--- src/rtl/usb_link_pkg.sv ---
`timescale 1ns/1ps
package usb_link_pkg;

    typedef enum logic [1:0] {
        LS_POWERED = 2'd0,
        LS_DEFAULT = 2'd1,
        LS_ADDRESS = 2'd2,
        LS_SUSPEND = 2'd3
    } link_st_e;

    localparam logic [1:0] LINE_SE0 = 2'd0;
    localparam logic [1:0] LINE_J   = 2'd1;
    localparam logic [1:0] LINE_K   = 2'd2;

    localparam int ADDR_W     = 7;
    localparam int NUM_FLAGS  = 3;
    localparam int FLG_EARLY  = 0;
    localparam int FLG_SUSP   = 1;
    localparam int FLG_WAKE   = 2;

endpackage

--- src/rtl/usb_idle_timer.sv ---
`timescale 1ns/1ps
module usb_idle_timer #(
    parameter int CLK_PER_US = 60,
    parameter int IDLE_US    = 3000
) (
    input  logic clk,
    input  logic rst_n,
    input  logic arm,
    input  logic line_j,
    output logic early_evt,
    output logic susp_evt
);
    localparam int PRE_W   = $clog2(CLK_PER_US + 1);
    localparam int CNT_MAX = 2 * IDLE_US;
    localparam int CNT_W   = $clog2(CNT_MAX + 1);

    logic [PRE_W-1:0] pre_q;
    logic [CNT_W-1:0] cnt_q;
    logic             run;
    logic             tick;

    assign run  = arm && line_j;
    assign tick = run && (pre_q == PRE_W'(CLK_PER_US - 1));

    // microsecond prescaler, restarted whenever the line leaves idle
    always_ff @(posedge clk or negedge rst_n) begin
        if (!rst_n) begin
            pre_q <= '0;
        end else if (!run || tick) begin
            pre_q <= '0;
        end else begin
            pre_q <= pre_q + 1'b1;
        end
    end

    // idle time in microseconds, saturating after the second window
    always_ff @(posedge clk or negedge rst_n) begin
        if (!rst_n) begin
            cnt_q <= '0;
        end else if (!run) begin
            cnt_q <= '0;
        end else if (tick && cnt_q != CNT_W'(CNT_MAX)) begin
            cnt_q <= cnt_q + 1'b1;
        end
    end

    assign early_evt = tick && (cnt_q == CNT_W'(IDLE_US - 1));
    assign susp_evt  = tick && (cnt_q == CNT_W'(CNT_MAX - 1));

endmodule

--- src/rtl/usb_se0_watch.sv ---
`timescale 1ns/1ps
module usb_se0_watch #(
    parameter int RST_CYC = 150
) (
    input  logic clk,
    input  logic rst_n,
    input  logic enable,
    input  logic line_se0,
    output logic bus_rst_evt
);
    localparam int CNT_W = $clog2(RST_CYC + 1);

    logic [CNT_W-1:0] cnt_q;

    always_ff @(posedge clk or negedge rst_n) begin
        if (!rst_n) begin
            cnt_q <= '0;
        end else if (!(enable && line_se0)) begin
            cnt_q <= '0;
        end else if (cnt_q != CNT_W'(RST_CYC)) begin
            cnt_q <= cnt_q + 1'b1;
        end
    end

    // fires once per SE0 episode, on the cycle the length threshold is met
    assign bus_rst_evt = enable && line_se0 && (cnt_q == CNT_W'(RST_CYC - 1));

endmodule

--- src/rtl/usb_link_fsm.sv ---
`timescale 1ns/1ps
module usb_link_fsm
    import usb_link_pkg::*;
(
    input  logic              clk,
    input  logic              rst_n,
    input  logic              soft_disc,
    input  logic              bus_rst_evt,
    input  logic              susp_evt,
    input  logic              line_k,
    input  logic              addr_wr,
    input  logic [ADDR_W-1:0] addr_val,
    input  logic              rwkup_req,
    input  logic              tok_valid,
    input  logic [ADDR_W-1:0] tok_addr,
    output link_st_e          state,
    output logic [ADDR_W-1:0] dev_addr,
    output logic              wake_evt,
    output logic              tok_match,
    output logic              pullup_en,
    output logic              drive_k,
    output logic              susp_sts
);
    link_st_e          state_q, state_n;
    link_st_e          ret_q, ret_n;
    logic [ADDR_W-1:0] addr_q, addr_n;

    assign wake_evt = (state_q == LS_SUSPEND) && line_k && !rwkup_req
                      && !soft_disc && !bus_rst_evt;

    always_comb begin
        state_n = state_q;
        ret_n   = ret_q;
        addr_n  = addr_q;
        if (soft_disc) begin
            state_n = LS_POWERED;
            addr_n  = '0;
        end else if (bus_rst_evt) begin
            state_n = LS_DEFAULT;
            addr_n  = '0;
        end else begin
            unique case (state_q)
                LS_POWERED: begin
                    if (susp_evt) begin
                        ret_n   = LS_POWERED;
                        state_n = LS_SUSPEND;
                    end
                end
                LS_DEFAULT: begin
                    if (susp_evt) begin
                        ret_n   = LS_DEFAULT;
                        state_n = LS_SUSPEND;
                    end else if (addr_wr && addr_val != '0) begin
                        addr_n  = addr_val;
                        state_n = LS_ADDRESS;
                    end
                end
                LS_ADDRESS: begin
                    if (susp_evt) begin
                        ret_n   = LS_ADDRESS;
                        state_n = LS_SUSPEND;
                    end else if (addr_wr) begin
                        addr_n  = addr_val;
                        state_n = (addr_val == '0) ? LS_DEFAULT : LS_ADDRESS;
                    end
                end
                LS_SUSPEND: begin
                    if (wake_evt) begin
                        state_n = ret_q;
                    end
                end
            endcase
        end
    end

    // state register
    always_ff @(posedge clk or negedge rst_n) begin
        if (!rst_n) begin
            state_q <= LS_POWERED;
            ret_q   <= LS_POWERED;
            addr_q  <= '0;
        end else begin
            state_q <= state_n;
            ret_q   <= ret_n;
            addr_q  <= addr_n;
        end
    end

    // registered outputs
    always_ff @(posedge clk or negedge rst_n) begin
        if (!rst_n) begin
            pullup_en <= 1'b0;
            drive_k   <= 1'b0;
            susp_sts  <= 1'b0;
        end else begin
            pullup_en <= !soft_disc;
            susp_sts  <= (state_n == LS_SUSPEND);
            drive_k   <= (state_n == LS_SUSPEND) && rwkup_req;
        end
    end

    always_comb begin
        unique case (state_q)
            LS_DEFAULT: tok_match = tok_valid && (tok_addr == '0);
            LS_ADDRESS: tok_match = tok_valid && (tok_addr == addr_q);
            default:    tok_match = 1'b0;
        endcase
    end

    assign state    = state_q;
    assign dev_addr = addr_q;

endmodule

--- src/rtl/usb_int_flags.sv ---
`timescale 1ns/1ps
module usb_int_flags #(
    parameter int N = 3
) (
    input  logic         clk,
    input  logic         rst_n,
    input  logic [N-1:0] set,
    input  logic [N-1:0] clr,
    input  logic [N-1:0] mask,
    output logic [N-1:0] flags,
    output logic         irq
);
    for (genvar i = 0; i < N; i++) begin : g_flag
        logic bit_q;
        always_ff @(posedge clk or negedge rst_n) begin
            if (!rst_n) begin
                bit_q <= 1'b0;
            end else if (set[i]) begin
                bit_q <= 1'b1;
            end else if (clr[i]) begin
                bit_q <= 1'b0;
            end
        end
        assign flags[i] = bit_q;
    end

    assign irq = |(flags & mask);

endmodule

--- src/rtl/usb_link_state_ctl.sv ---
`timescale 1ns/1ps
module usb_link_state_ctl
    import usb_link_pkg::*;
#(
    parameter int CLK_PER_US = 60,
    parameter int IDLE_US    = 3000
) (
    input  logic                 clk,
    input  logic                 rst_n,
    input  logic [1:0]           line_state,
    input  logic                 soft_disc,
    input  logic                 addr_wr,
    input  logic [ADDR_W-1:0]    addr_val,
    input  logic                 rwkup_req,
    input  logic                 tok_valid,
    input  logic [ADDR_W-1:0]    tok_addr,
    input  logic [NUM_FLAGS-1:0] int_clr,
    input  logic [NUM_FLAGS-1:0] int_mask,
    output logic                 pullup_en,
    output logic                 drive_k,
    output logic                 susp_sts,
    output logic [1:0]           link_state,
    output logic [ADDR_W-1:0]    dev_addr,
    output logic                 tok_match,
    output logic [NUM_FLAGS-1:0] int_flags,
    output logic                 irq
);
    localparam int RST_CYC = (CLK_PER_US * 5 + 1) / 2;

    link_st_e             state;
    logic                 early_evt;
    logic                 susp_evt;
    logic                 wake_evt;
    logic                 bus_rst_evt;
    logic                 arm;
    logic [NUM_FLAGS-1:0] flag_set;

    assign arm = pullup_en && !soft_disc && (state != LS_SUSPEND);

    usb_idle_timer #(
        .CLK_PER_US (CLK_PER_US),
        .IDLE_US    (IDLE_US)
    ) u_idle (
        .clk       (clk),
        .rst_n     (rst_n),
        .arm       (arm),
        .line_j    (line_state == LINE_J),
        .early_evt (early_evt),
        .susp_evt  (susp_evt)
    );

    usb_se0_watch #(
        .RST_CYC (RST_CYC)
    ) u_se0 (
        .clk         (clk),
        .rst_n       (rst_n),
        .enable      (pullup_en && !soft_disc),
        .line_se0    (line_state == LINE_SE0),
        .bus_rst_evt (bus_rst_evt)
    );

    usb_link_fsm u_fsm (
        .clk         (clk),
        .rst_n       (rst_n),
        .soft_disc   (soft_disc),
        .bus_rst_evt (bus_rst_evt),
        .susp_evt    (susp_evt),
        .line_k      (line_state == LINE_K),
        .addr_wr     (addr_wr),
        .addr_val    (addr_val),
        .rwkup_req   (rwkup_req),
        .tok_valid   (tok_valid),
        .tok_addr    (tok_addr),
        .state       (state),
        .dev_addr    (dev_addr),
        .wake_evt    (wake_evt),
        .tok_match   (tok_match),
        .pullup_en   (pullup_en),
        .drive_k     (drive_k),
        .susp_sts    (susp_sts)
    );

    always_comb begin
        flag_set            = '0;
        flag_set[FLG_EARLY] = early_evt;
        flag_set[FLG_SUSP]  = susp_evt;
        flag_set[FLG_WAKE]  = wake_evt;
    end

    usb_int_flags #(
        .N (NUM_FLAGS)
    ) u_flags (
        .clk   (clk),
        .rst_n (rst_n),
        .set   (flag_set),
        .clr   (int_clr),
        .mask  (int_mask),
        .flags (int_flags),
        .irq   (irq)
    );

    assign link_state = state;

endmodule

--- config.mk ---
export PLATFORM = sky130hd
export DESIGN_NAME = usb_link_state_ctl
export DESIGN_NICKNAME = d
export VERILOG_FILES = /design/src/rtl/usb_link_pkg.sv /design/src/rtl/usb_idle_timer.sv /design/src/rtl/usb_se0_watch.sv /design/src/rtl/usb_link_fsm.sv /design/src/rtl/usb_int_flags.sv /design/src/rtl/usb_link_state_ctl.sv
export SDC_FILE = /design/constraint.sdc
export NUM_CORES = 1
export LEC_CHECK = 0
export ABC_AREA = 1
export BUFFER_PORTS_ARGS = -buffer_cell sky130_fd_sc_hd__clkbuf_2
export CAP_MARGIN = 30
export CORE_MARGIN = 1.5
export CORE_UTILIZATION = 51
export DETAILED_ROUTE_END_ITERATION = 12
export PLACE_DENSITY = 0.81
export SLEW_MARGIN = 10
export SYNTH_ARGS = -nofsm -noshare
export SYNTH_HDL_FRONTEND = slang
export SYNTH_SLANG_ARGS = --single-unit
--- constraint.sdc ---
create_clock -name clk -period 2 [get_ports clk]
set_clock_uncertainty 0.2 [all_clocks]
set_input_delay 0.1 -clock clk [delete_from_list [all_inputs] [get_ports clk]]
set_output_delay 0.1 -clock clk [all_outputs]
set_load 0.1 [all_outputs]
Yosys cells after proc, flatten, opt, wreduce, memory -nomap -nowiden --
Index checks and enable logic that the tools add are counted.
Cells by class: add/subtract/negate cells 3, multipliers 0, div/mod/pow operators 0, magnitude comparators 0, equal/unequal tests 23, shift operators 0, muxes and demuxes 33, bitwise gates (word level) 3, reductions and logical operators 35
Operators with widths (number):
- 2-to-1 mux 7 bit | 6
- 2-to-1 mux 13 bit | 2
- 2-to-1 mux 2 bit | 12
- logical AND 1 bit | 17
- 2-to-1 mux 8 bit | 2
- zero test 7 bit | 2
- one-hot mux 7 bit (2 select lines) | 1
- adder 13 x 1 -> 13 bit (second input constant) | 1
- == test 13 x 12 -> 1 bit (second input constant) | 1
- == test 13 bit (second input constant) | 1
- inequality test 13 bit (second input constant) | 1
- inequality test 2 bit (second input constant) | 6
- inequality test 4 x 3 -> 1 bit (second input constant) | 3
- adder 8 x 1 -> 8 bit (second input constant) | 1
- == test 2 bit (second input constant) | 4
- == test 8 bit (second input constant) | 1
- inequality test 8 bit (second input constant) | 1
- one-hot mux 2 bit (4 select lines) | 1
- == test 7 bit | 1
- nonzero test 7 bit | 1
- adder 6 x 1 -> 6 bit (second input constant) | 1
- == test 6 bit (second input constant) | 1
- 2-to-1 mux 1 bit | 6
- 2-to-1 mux 6 bit | 1
- other kinds (15) | 23
Storage, ports and cells: flip-flop bits (word level) 44, bits in latches 0, RAM bits 0, ROM bits 0, bits of input ports 28, word-level logic and storage cells 109, memories 0

Longest topological paths before layout --
Gate-level depths: netlist of the first run.
word-level depth 12, mapped depth 13

Hierarchy --
From an unflattened synthesis of the first run, not the netlist that was laid out.
Second synthesis, totals: cells, all modules 386, area, all modules 2901.5 um2
Modules (own cells, without submodules):
- usb_idle_timer | times used 1, cells each 159, area an instance 1221.2 um2
- usb_link_fsm | times used 1, cells each 128, area an instance 938.4 um2
- usb_se0_watch | times used 1, cells each 72, area an instance 536.8 um2
- usb_int_flags | times used 1, cells each 16, area an instance 158.9 um2
- usb_link_state_ctl | times used 1, cells each 11, area an instance 46.3 um2

Worst setup path after synthesis of the first run --
OpenSTA, ideal clock, no wires.
path kind flip-flop to output port, start reg u_fsm.state_q[1], in the netlist u_fsm.state[1], end out tok_match, data arrival time 3224 ps, required time 1700 ps, setup slack -1524 ps, stages on the path, launching flop included 6, path buffers 0, cell sequence dfrtp_1 -> ha_1 -> o21ai_0 -> nor4_1 -> nand2_1 -> a21oi_1
Between the ends: cells in the longest elaborated chain, start to end 2
RTL lines:
- start, declared | line usb_link_fsm.sv:24 | link_st_e state_q, state_n;
- start signal, assigned | line usb_link_fsm.sv:83 | state_q <= state_n;
- == test 2 bit / == test 2 x 1 -> 1 bit (equally long branches) | line usb_link_fsm.sv:103 | unique case (state_q)
- one-hot mux 1 bit (2 select lines) (*) | line usb_link_fsm.sv:103
- end, declared | line usb_link_state_ctl.sv:24 | output logic tok_match,
Mark *: on every way between the ends. The rest lies on a longest branch, timed or not.

Worst setup path after layout of the first run --
Same ends and word-level chain as after synthesis.

==> impl_metrics.ini, run 1 <==
[status]
status = finished with violations
violations = setup timing

[place]
dpl.hpwl_mm = 4.784
place_ws_ps = 29.41
place_congestion = 0.9011
port_buffers = 44

[cells_and_area]
final_common_cell = nand2_1
fin_nets = 472
syn2layout_area_growth_pct = 31.55
antenna_cells = 0
drive_above_1_share_pct = 28.41
final_cell_mix = nand2_1 (80), inv_1 (45), clkbuf_2 (43), nor2_1 (41), dfrtp_1 (34)

[floorplan]
die_h_um = 75.56
die-area_mm2 = 0.005709
num_io_pins = 45
start_util_pct = 52.57
rows = 26
core_area_mm2 = 0.005107
die_w_um = 75.56

[synth]
syn_nets = 389
postSynthAreaPerCell_um2 = 7.694
ys_top_cells_by_area = dfrtp_1 (41%), nand2_1 (12%), inv_1 (6.6%), nor2_1 (5.9%), ha_1 (5.6%)
synth_seq_cells = 44
async_flop_share_pct = 100.0
syn_inst = 349
synth_area_mm2 = 0.002685
netlist-cell-type-count = 35
synth_top_area_cell = dfrtp_1
synth-main-ff-cell = dfrtp_1
synth_seq_area_share_pct = 41.01
synth_top_area_share_pct = 41.01
yosysWarnings = 0
synth-edff-count = 0

[routing]
wl_mm = 6.259
avgViaCountPerCell = 5.109
dr.pass1.iters = 5
antenna_left = 0
dr_total_vias = 2570
drt-wirelength-per-cell_um = 12.44
route.detailed.drc = 0
drt_iter0_drc = 166

[clocking]
clk_path_buf_depth = 2
clk_latency_ps = 300
numCtsBuffers = 5
cts_tree = built
clk_pin_slew_ps = 90
htreeDepth = 2
cts.sinks = 44
root_buffer = clkbuf_8

[setup_path]
required_ps = 1700
crit_path_cell_trace = buf_6 -> inv_1 -> buf_4 -> ha_1 -> nand2_1 -> a21oi_4 -> buf_12
crit_path_end_kind = output port
crit_path_top_delay_cell = dfrtp_4
worstPathMaxFanout = 5
slowest_delay_ps = 440
critPathKind = reg2out
cp-start-kind = register
arrival_ps = 1770

[timing]
finalSetupViolCount = 9
setup_slack_ps = -73.22
tightest_slew_ps = 600.2
finalHoldViolations = 0
slew_headroom_pct = 59.98
rsz0062_at_grt = true
fmax_ghz = 0.4823
period_needed_ps = 2073
drv_slew = 0
finalHoldWorstSlack_ps = 30.03
fin_crit_sh_pct = 103.7

[global_route]
grt_overflow = 0
grt_pass1_wl_mm = 9.798
grt_pass1_vias = 2276
grt_max_degree = 24
antenna_found_initial = 0
track_usage_pct = 22.85

[power]
leakagePower_nw = 1.735
finalPower_mw = 2.078
peakVddDrop_mv = 0.4109
power_density_mw_per_mm2 = 588.3

[hold_path]
hp-class = in2reg

[run]
max_cap_violations = 0
state kept, by name, summed over array words and instances, names as in the netlist:
signal and count:
u_idle.cnt_q 13, u_se0.cnt_q 8, u_fsm.dev_addr 7, u_idle.pre_q 6, u_flags.g_flag.bit_q 3, u_fsm.ret_q 2
u_fsm.state 2, u_fsm.drive_k 1, u_fsm.pullup_en 1, u_fsm.susp_sts 1
final timing paths:
kind                                      start                 endpoint  slack [ps]  cells past startpoint
worst max-delay path             u_fsm.state[1]                tok_match         -70                      7
worst min-delay path              line_state[0]  u_flags.g_flag[2].bit_q          30                      4
worst max register to register   u_fsm.state[0]        u_fsm.dev_addr[6]         -60                     12
worst min register to register  u_idle.pre_q[0]          u_idle.pre_q[0]         270                      1
max in group asynchronous                 rst_n         u_idle.cnt_q[10]         870                      3
min in group asynchronous                 rst_n          u_idle.cnt_q[5]         120                      2
cell families (layout without fill, tap and decap cells):
logic type / count (synthesis) / after routing / synth area share [%]
adder cells (fa/ha/maj): 12 / 12 / 5.592
XOR/XNOR: 10 / 10 / 3.262
AO/OA/AOI/OAI: 40 / 40 / 9.040
buffers and inverters: 57 / 141 / 8.854
flip-flops: 44 / 44 / 41.01
AND/OR/NAND/NOR: 186 / 186 / 32.25
worst max-delay path, delay by kind of cell (launching register included):
family	cells	cell delay, ps
flip-flops	1	440
AND/OR/NAND/NOR	1	80
AO/OA/AOI/OAI	1	140
adder cells (fa/ha/maj)	1	270
buffers and inverters	4	540
layout make-up:
cell class | instances | area [µm²]
Sequential cell | 44 | 1121
Clock inverter | 2 | 38.79
Inverter | 53 | 206.4
Fill cell | 390 | 1575
Timing Repair Buffer | 80 | 545.5
Multi-Input combinational cell | 248 | 1450
Tap cell | 70 | 87.58
Clock buffer | 6 | 82.58
report_power, final:
part / total [mW] / leakage, nW / internal, mW / switching [mW]
Sequential: 0.953 / 0.593 / 0.926 / 0.0274
Clock: 0.719 / 0.0614 / 0.408 / 0.311
Combinational: 0.406 / 1.08 / 0.125 / 0.280
per-stage QoR:
stage | cells | instance area [µm²] | setup TNS [ps] | util (%)
after floorplan | 349 | 2769 | -682.6 | -
after global placement | 475 | 3178 | 0 | 62.22
after detailed placement | 475 | 3178 | 0 | 62.22
after CTS | 500 | 3471 | -409.6 | 67.96
after global routing | 503 | 3532 | -2445 | 69.16
final | 503 | 3532 | -405.3 | 69.16
layer usage:
layer	global-route usage [%]	wire, µm	up-vias
met5	0	0	-
met4	7.143	78	0
met3	5.952	343	9
met2	36.94	3050	80
met1	30.17	2787	1198
li1	-	-	1283
cells in the mapped netlist, drive strengths merged, types with 4 or more instances:
cell type and n:
a21oi 8, buf 4, dfrtp 44, ha 12, inv 52, nand2 87, nand3 25, nor2 46
nor3 13, nor3b 4, nor4 4, o21ai 21, o31ai 5, xor2 9
timing repair:
action / 4_1_cts / 5_1_grt
cloned: 0 / 0
resized for setup: 4 / 10
setup buffers: 4 / 3
setup endpoints to repair: 1 / 26
hold buffers: 13 / 0
pin swaps: 4 / 4
hold endpoints to repair: 33 / 0
Power figures use the tool's default switching activity.
==> run 2, diff against run 1 <==
--- a/config.mk
+++ b/config.mk
@@ -12,6 +12,7 @@
 export CORE_UTILIZATION = 51
 export DETAILED_ROUTE_END_ITERATION = 12
 export PLACE_DENSITY = 0.81
+export SKIP_CTS_REPAIR_TIMING = 1
 export SLEW_MARGIN = 10
 export SYNTH_ARGS = -nofsm -noshare
 export SYNTH_HDL_FRONTEND = slang
==> impl_metrics.ini, run 2 (synthesis results as in run 1) <==
[clocking]
clk_path_buf_depth = 2
numCtsBuffers = 5
clk_latency_ps = 300
htreeDepth = 2
cts_tree = built
clk_pin_slew_ps = 80
root_buffer = clkbuf_8
cts.sinks = 44

[routing]
antenna_left = 0
drt_iter0_drc = 163
route.detailed.drc = 0
wl_mm = 6.831
avgViaCountPerCell = 5.259
dr_total_vias = 2661
dr.pass1.iters = 4
drt-wirelength-per-cell_um = 13.50

[timing]
drv_slew = 0
tightest_slew_ps = 593.7
slew_headroom_pct = 60.42
finalSetupViolCount = 22
finalHoldViolations = 0
fin_crit_sh_pct = 108.8
setup_slack_ps = -175.6
fmax_ghz = 0.4596
rsz0062_at_grt = true
period_needed_ps = 2176

[setup_path]
critPathKind = reg2out
cp_top_family = flip-flops
required_ps = 1700
reg2reg_slack_ps = -140
cp-start-kind = register
crit_path_end_kind = output port
slowest_delay_ps = 490
worstPathMaxFanout = 3
crit_path_cell_trace = buf_6 -> inv_4 -> ha_4 -> o21ai_2 -> nor4_2 -> nand2_1 -> a21oi_4 -> buf_12
arrival_ps = 1880
critPathBufInv = 3
crit_path_top_delay_cell = dfrtp_4

[global_route]
grt_pass1_vias = 2198
track_usage_pct = 22.29
grt_pass1_wl_mm = 9.556
antenna_found_initial = 0
grt_max_degree = 24
grt_overflow = 0

[cells_and_area]
n_fill_cell = 371
antenna_cells = 0
final_common_cell = nand2_1
utilization_pct = 72.32
syn2layout_area_growth_pct = 37.56
largest_register_ffs = 13
final_cell_mix = nand2_1 (74), inv_1 (46), clkbuf_2 (43), nor2_1 (41), dfrtp_1 (34)
fin_nets = 475
drive_above_1_share_pct = 31.65
regMostFlops = u_idle.cnt_q

[floorplan]
die_w_um = 75.56
die_h_um = 75.56
core_area_mm2 = 0.005107
rows = 26
num_io_pins = 45
start_util_pct = 52.57
die-area_mm2 = 0.005709

[place]
port_buffers = 44
dpl.hpwl_mm = 4.784
place_congestion = 0.9011
place_ws_ps = 29.41

[power]
finalPower_mw = 2.080
power_density_mw_per_mm2 = 563.0
leakagePower_nw = 1.825
peakVddDrop_mv = 0.3975

[status]
status = finished with violations
violations = setup timing

[hold_path]
hp-class = in2reg

[run]
max_cap_violations = 0
==> run 2: cell count changes in the layout (fill, tap and decap cells not counted), moves of 2 or more <==
cell / previous run / this run
nand3_2: 5 / 3
o31ai_1: 5 / 0
o21ai_2: 3 / 5
nand2_2: 4 / 8
nand2_8: 0 / 2
o21ai_0: 12 / 10
o31ai_2: 0 / 2
nand2_1: 80 / 74
nand3_1: 18 / 20
nor3_1: 12 / 10
o31ai_4: 0 / 3
==> run 2: cell type report <==
class,count,area [µm²],area share (%)
clock buffers,6,82.58,2.236
clock inverters,2,38.79,1.050
inverters,53,209.0,5.657
multi-input cells,249,1574,42.62
flip-flops and latches,44,1121,30.35
well taps,70,87.58,2.371
repair buffers,82,580.6,15.72
==> run 2: path summary, 6_finish.rpt <==
| check | to | start | cells after the start |
|---|---|---|---|
| setup reg to reg | u_idle.cnt_q[11] | u_fsm.state[0] | 11 |
| hold / removal | u_fsm.dev_addr[4] | soft_disc | 4 |
| max in group asynchronous | u_idle.cnt_q[11] | rst_n | 3 |
| hold reg to reg | u_idle.pre_q[0] | u_idle.pre_q[0] | 1 |
| setup / recovery | tok_match | u_fsm.state[0] | 8 |
| min in group asynchronous | u_idle.cnt_q[3] | rst_n | 2 |
==> run 2: metrics by stage <==
step	instances	cell area, µm²	hold WS, ps	TNS (ps)
final	506	3694	40.63	-2125
after global placement	475	3178	-73.77	0
after floorplan	349	2769	-395.6	-682.6
after CTS	483	3299	-394.5	-238.2
after global routing	506	3694	51.10	-4069
after detailed placement	475	3178	-68.57	0
==> run 2: layer usage <==
metal,vias up,wire length (µm),global-route usage [%],part of all wire [%]
li1,1291,-,-,-
met1,1263,2917,30.00,43
met4,0,135,6.548,2.0
met2,89,3450,35.58,51
met3,18,328,5.820,4.8
met5,-,0,0,0
==> run 2: power breakdown <==
group          switching [mW]  internal (mW)  total [mW]
Combinational           0.284          0.124       0.408
Clock                   0.310          0.408       0.718
Sequential             0.0274          0.926       0.953
==> run 2: worst reg2reg max path, stage by stage, from the launching register on <==
cell     delay [ps]
dfrtp_4         490
buf_4           150
ha_4            170
nor2_4          100
nand3_4          80
nor2_4          230
buf_12          150
nand2_8          90
nor2_4          170
nand2_2          60
nor2_1           90
nor2_1           50
